$ cat config.mk
export PLATFORM = sky130hd
export DESIGN_NAME = cos_irq_ctrl
export DESIGN_NICKNAME = d
export VERILOG_FILES = /design/src/rtl/cos_irq_pkg.sv /design/src/rtl/cos_rst_sync.sv /design/src/rtl/cos_in_sync.sv /design/src/rtl/cos_edge_det.sv /design/src/rtl/cos_ctrl_dec.sv /design/src/rtl/cos_pend.sv /design/src/rtl/cos_irq_ctrl.sv
export SDC_FILE = /design/constraint.sdc
export NUM_CORES = 1
export LEC_CHECK = 0
export ABC_AREA = 1
export CAP_MARGIN = 15
export CORE_MARGIN = 5
export CORE_UTILIZATION = 40
export DETAILED_ROUTE_END_ITERATION = 8
export DONT_BUFFER_PORTS = 1
export GPL_ROUTABILITY_DRIVEN = 0
export SLEW_MARGIN = 20
export SYNTH_ARGS = -nofsm -noshare
export SYNTH_HDL_FRONTEND = slang
export SYNTH_SLANG_ARGS = --single-unit
$ cat constraint.sdc
create_clock -name clk -period 3.05 [get_ports clk]
set_input_delay 0.1525 -clock clk [delete_from_list [all_inputs] [get_ports clk]]
set_output_delay 0.1525 -clock clk [all_outputs]
set_load 0.005 [all_outputs]
$ cat src/rtl/cos_irq_pkg.sv
package cos_irq_pkg;

  localparam int unsigned CTRL_WIDTH = 16;
  localparam int unsigned EN_POS     = 8;
  localparam int unsigned CLR_POS    = 0;

  typedef struct packed {
    logic en_load;
    logic en_val;
    logic clr;
  } ctrl_cmd_t;

endpackage

$ cat src/rtl/cos_rst_sync.sv
module cos_rst_sync #(
  parameter int unsigned STAGES = 2
) (
  input  logic clk,
  input  logic rst_n,
  output logic rst_sync_n
);

  logic [STAGES-1:0] chain_q;
  logic [STAGES-1:0] chain_d;

  always_comb begin
    chain_d = {chain_q[STAGES-2:0], 1'b1};
  end

  always_ff @(posedge clk or negedge rst_n) begin
    if (!rst_n) begin
      chain_q <= '0;
    end else begin
      chain_q <= chain_d;
    end
  end

  assign rst_sync_n = chain_q[STAGES-1];

endmodule

$ cat src/rtl/cos_in_sync.sv
module cos_in_sync #(
  parameter int unsigned WIDTH  = 32,
  parameter int unsigned STAGES = 2
) (
  input  logic             clk,
  input  logic             rst_n,
  input  logic [WIDTH-1:0] async_in,
  output logic [WIDTH-1:0] sync_out
);

  logic [WIDTH-1:0] stage_q [STAGES];
  logic [WIDTH-1:0] stage_d [STAGES];

  for (genvar s = 0; s < STAGES; s++) begin : g_stage
    if (s == 0) begin : g_first
      always_comb stage_d[s] = async_in;
    end else begin : g_next
      always_comb stage_d[s] = stage_q[s-1];
    end

    always_ff @(posedge clk or negedge rst_n) begin
      if (!rst_n) begin
        stage_q[s] <= '0;
      end else begin
        stage_q[s] <= stage_d[s];
      end
    end
  end

  assign sync_out = stage_q[STAGES-1];

endmodule

$ cat src/rtl/cos_edge_det.sv
module cos_edge_det #(
  parameter int unsigned WIDTH = 32
) (
  input  logic             clk,
  input  logic             rst_n,
  input  logic [WIDTH-1:0] cur,
  output logic             chg_any
);

  logic [WIDTH-1:0] prev_q;
  logic [WIDTH-1:0] prev_d;
  logic [WIDTH-1:0] diff;
  logic             prev_ce;

  // The compare register loads every cycle, so each toggle is seen once.
  assign prev_ce = 1'b1;

  always_comb begin
    prev_d = prev_q;
    if (prev_ce) begin
      prev_d = cur;
    end
  end

  always_ff @(posedge clk or negedge rst_n) begin
    if (!rst_n) begin
      prev_q <= '0;
    end else begin
      prev_q <= prev_d;
    end
  end

  always_comb begin
    for (int i = 0; i < WIDTH; i++) begin
      diff[i] = cur[i] ^ prev_q[i];
    end
  end

  assign chg_any = |diff;

endmodule

$ cat src/rtl/cos_ctrl_dec.sv
module cos_ctrl_dec
  import cos_irq_pkg::*;
#(
  parameter int unsigned WIDTH = CTRL_WIDTH,
  parameter int unsigned EN_B  = EN_POS,
  parameter int unsigned CLR_B = CLR_POS
) (
  input  logic             clk,
  input  logic             rst_n,
  input  logic             wr_en,
  input  logic [WIDTH-1:0] wr_data,
  output logic             en_q,
  output logic             clr_pulse
);

  localparam logic [WIDTH-1:0] LIVE_MASK = (WIDTH'(1) << EN_B) | (WIDTH'(1) << CLR_B);

  logic [WIDTH-1:0] live_bits;
  ctrl_cmd_t        cmd;
  logic             en_d;

  always_comb begin
    live_bits   = wr_data & LIVE_MASK;
    cmd.en_load = wr_en;
    cmd.en_val  = live_bits[EN_B];
    cmd.clr     = wr_en & live_bits[CLR_B];
  end

  always_comb begin
    en_d = en_q;
    if (cmd.en_load) begin
      en_d = cmd.en_val;
    end
  end

  always_ff @(posedge clk or negedge rst_n) begin
    if (!rst_n) begin
      en_q <= 1'b0;
    end else begin
      en_q <= en_d;
    end
  end

  assign clr_pulse = cmd.clr;

endmodule

$ cat src/rtl/cos_pend.sv
module cos_pend (
  input  logic clk,
  input  logic rst_n,
  input  logic en,
  input  logic chg,
  input  logic clr,
  output logic pend_q,
  output logic irq_q
);

  logic pend_d;
  logic set_ev;
  logic pend_ce;

  assign set_ev  = en & chg & ~pend_q;
  assign pend_ce = clr | set_ev;

  always_comb begin
    pend_d = pend_q;
    if (pend_ce) begin
      // clear takes priority over a same-cycle event
      pend_d = ~clr;
    end
  end

  always_ff @(posedge clk or negedge rst_n) begin
    if (!rst_n) begin
      pend_q <= 1'b0;
      irq_q  <= 1'b0;
    end else begin
      pend_q <= pend_d;
      irq_q  <= pend_q;
    end
  end

endmodule

$ cat src/rtl/cos_irq_ctrl.sv
module cos_irq_ctrl
  import cos_irq_pkg::*;
#(
  parameter int unsigned DIN_W       = 32,
  parameter int unsigned SYNC_STAGES = 2,
  parameter int unsigned RST_STAGES  = 2,
  parameter int unsigned CW          = CTRL_WIDTH
) (
  input  logic             clk,
  input  logic             rst_n,
  input  logic [DIN_W-1:0] din,
  input  logic             wr_en,
  input  logic [CW-1:0]    wr_data,
  output logic             irq
);

  logic             rst_sync_n;
  logic [DIN_W-1:0] din_s;
  logic             chg_any;
  logic             en_q;
  logic             clr_pulse;
  logic             pend_q;

  cos_rst_sync #(.STAGES(RST_STAGES)) u_rst (
    .clk        (clk),
    .rst_n      (rst_n),
    .rst_sync_n (rst_sync_n)
  );

  cos_in_sync #(.WIDTH(DIN_W), .STAGES(SYNC_STAGES)) u_sync (
    .clk      (clk),
    .rst_n    (rst_sync_n),
    .async_in (din),
    .sync_out (din_s)
  );

  cos_edge_det #(.WIDTH(DIN_W)) u_edge (
    .clk     (clk),
    .rst_n   (rst_sync_n),
    .cur     (din_s),
    .chg_any (chg_any)
  );

  cos_ctrl_dec #(.WIDTH(CW), .EN_B(EN_POS), .CLR_B(CLR_POS)) u_dec (
    .clk       (clk),
    .rst_n     (rst_sync_n),
    .wr_en     (wr_en),
    .wr_data   (wr_data),
    .en_q      (en_q),
    .clr_pulse (clr_pulse)
  );

  cos_pend u_pend (
    .clk    (clk),
    .rst_n  (rst_sync_n),
    .en     (en_q),
    .chg    (chg_any),
    .clr    (clr_pulse),
    .pend_q (pend_q),
    .irq_q  (irq)
  );

endmodule

==> results.md <==
* Synth cell types at 8
* Worst path required time at roughly 3.3 ns
* Layout cell share with drive strength beyond 1 at 0.0763
* Peak supply drop at 0.386 mV
* Reg-to-reg startpoint: u_sync.sync_out[5]
* Worst R2R Path Depth at 10
* Buffer and inverter count on the worst path at 3
* R2R Path End: u_pend.pend_q
* Syn nets at roughly 260
* Detail-routed via count per cell at roughly 3.9
* Core Footprint at 7330 µm²
* DR WL/cell at ~10 µm
* Final min period at approximately 1.2 ns
* Site Rows at 31
* Max Clk Rate at between 0.8 and 0.9 GHz
* Worst-path cell chain: dlygate4sd3_1, nand2_1, dlygate4sd3_1, inv_1, a21oi_1
* Die height at a little under 100 µm
* HP Class: primary input to flip-flop
* Clock root cell: clkbuf_8
* Placed Cells at about 300
* Cells after Synth at ~210
* Worst skew pair latency at between 0.3 and 0.4 ns
* Synth top cells by count: dfrtp_1, nand2_1, xnor2_1, inv_1, nor2_1
* Num CTS Buffers at 9
* Area fraction of the dominant cell type after synthesis at 0.829
* Synth warn at 0
* RSZ-0062 raised after global routing: no
* Power Total at 2.42 mW
* Outcome: complete, no violations
* Critical Path Most Common Cell: dlygate4sd3_1
* Layout Area Growth over Synthesis at 23.8%
* Hold Crit Endpoint: u_sync.stage_d[30]
* Max-cap viol count at 0
* Tcrit/Tclk final at 0.390
* Routed WL at between 3000 and 4000 µm
* Antenna violations before repair at 0
* Fin cells at 361
* Total die area at 9470 µm²
* Hold Crit Depth at 1
* TritonCTS clock tree: done
* Post-CTS Setup Repair Bufs at 0
* DR pass1 iterations at 4
* Number of flops mapped to enable cells by yosys at 0
* Mapped Area at slightly above 3000 µm²
* Nature of the critical path startpoint: primary input
* Antenna fix cells at 0
* Worst Setup End Kind: flip-flop
* Max-slew violations at 0
* Setup Skew at between 0.01 and 0.015 ns
* PostCTS Resize Cnt at 0
* # setup viols final at 0
* Clk pin slew, worst setup/hold paths at 0.10 ns
* HPWL after detailed placement at ~2400 µm
* Max FO, Critical Path at 2
* Via count at between 1000 and 1500
* Count leader, synth: dfrtp_1
* R2R setup slack at 1.87 ns
* Die width at about 100 µm
* Largest net degree at the start of global routing at 63
* Post-synthesis average cell area at ~15 µm²
* Hold Crit Start: din[30]
* Critical path class: primary input to flip-flop
* Clk sinks at between 100 and 150
* Final #Nets at slightly above 300
* Vias in the first global route at around 1500
* WP data arrival at 1.47 ns
* # hold bufs at CTS at 37
* Worst path top cell family by delay: buffers and inverters
* GRT Overall Usage at 0.0944
* Final ANT Viol Nets at 0
* PortBufs at 0
* Final Hold Violating Endpoints at 0
* H-tree depth at 3
* Largest stage delay, worst path at between 0.5 and 0.6 ns
* CP max-delay cell: dlygate4sd3_1
* Top post-synthesis cells by area: dfrtp_1, xnor2_1, nand2_1, inv_1, nor2_1
* Remaining DRCs at 0
* Drt initial violations at 25
* Ports at 52
* CTS max path bufs at 2
* First-pass GRT wire length at 6900 µm
* Area leader, netlist: dfrtp_1
* Share of flip-flops with an asynchronous set or reset at 1.00
* Relative slew slack at 0.500
* Setup tns final at 0 ns
* Leak at ~1.7 nW
* Power per cell area at between 600 and 700 nW/µm²
* Main synth FF type: dfrtp_1
* Grt total ovfl at 0
* Starting Density at 0.416
* Seq/Total Area, Yosys at 0.829
* Worst slew pin tran at 0.750 ns
* Yosys reg bits at 101
worst register-to-register path, stage by stage, from the launching register on:
cell	delay (ns)
dfrtp_1	0.41
inv_1	0.06
nand2_1	0.04
nand2_1	0.05
nand2_1	0.05
nor2_1	0.10
nand2_1	0.06
nor2_1	0.11
nand2_1	0.07
nand2_1	0.06
a21oi_1	0.06
metal layers:
| layer | track usage | part of all wire |
|---|---|---|
| met4 | 0.0447 | 0.014 |
| met5 | 0 | 0 |
| met2 | 0.134 | 0.47 |
| met1 | 0.122 | 0.45 |
| met3 | 0.0452 | 0.064 |
cell families (layout without fill, tap and decap cells):
kind of cell	Yosys count	count (layout)	share of synthesized area
AO/OA/AOI/OAI	1	1	0.00164
XOR/XNOR	23	23	0.0661
buffers and inverters	20	75	0.0246
flip-flops	101	101	0.829
multiplexers	1	1	0.00369
other	1	1	0.00123
AND/OR/NAND/NOR	60	60	0.0739
sequential cells by signal, summed over array words and instances (netlist names):
signal,cells
u_sync.sync_out,32
u_edge.prev_q,32
u_rst.chain_q,2
u_dec.en_q,1
u_sync.stage_d,32
u_pend.pend_q,1
u_pend.irq_q,1
power breakdown:
| part | leakage (nW) | internal [mW] | switching (mW) | total (mW) |
|---|---|---|---|---|
| logic | 0.458 | 0.0655 | 0.0394 | 0.105 |
| registers | 1.18 | 1.41 | 0.0454 | 1.45 |
| clock network | 0.109 | 0.416 | 0.449 | 0.865 |
area by class of cell:
class / count / area, µm²
clock buffer: 10 / 138
clock inverter: 6 / 76.3
fill: 591 / 3550
inverter: 20 / 75.1
multi-input combinational: 86 / 447
sequential: 101 / 2530
tap: 99 / 124
timing repair buffer: 39 / 385
stage by stage:
step           area, µm²  worst slack [ns]  hold WS (ns)   util
6_report            3780              1.86         0.347  0.515
3_3_place_gp        3190              1.84        -0.143  0.435
2_1_floorplan       3050            0.0282        -0.143      -
4_1_cts             3780              1.81         0.315  0.515
5_1_grt             3780              1.59         0.311  0.515
3_5_place_dp        3190              1.83        -0.143  0.435
worst max path at each step:
stage | to | slack (ns) | cells after the start | start
2_1_floorplan | u_dec.en_q | 0.03 | 0 | u_rst.chain_q[1]
3_3_place_gp | u_pend.pend_q | 1.84 | 8 | u_sync.sync_out[4]
3_5_place_dp | u_edge.prev_q[5] | 1.83 | 1 | u_rst.chain_q[1]
4_1_cts | u_sync.sync_out[4] | 1.81 | 1 | u_rst.chain_q[1]
5_1_grt | u_pend.pend_q | 1.59 | 8 | u_sync.sync_out[29]
6_report | u_pend.pend_q | 1.86 | 5 | wr_en
cell usage in the layout (no fill, tap or decap), types with 2 or more instances in the layout:
master / n
dlygate4sd3_1: 37
inv_1: 20
clkbuf_8: 10
buf_4: 2
inv_6: 2
clkinv_4: 2
dfrtp_1: 100
xnor2_1: 23
nor2_1: 10
nand2_1: 50
Power figures use the tool's default switching activity.
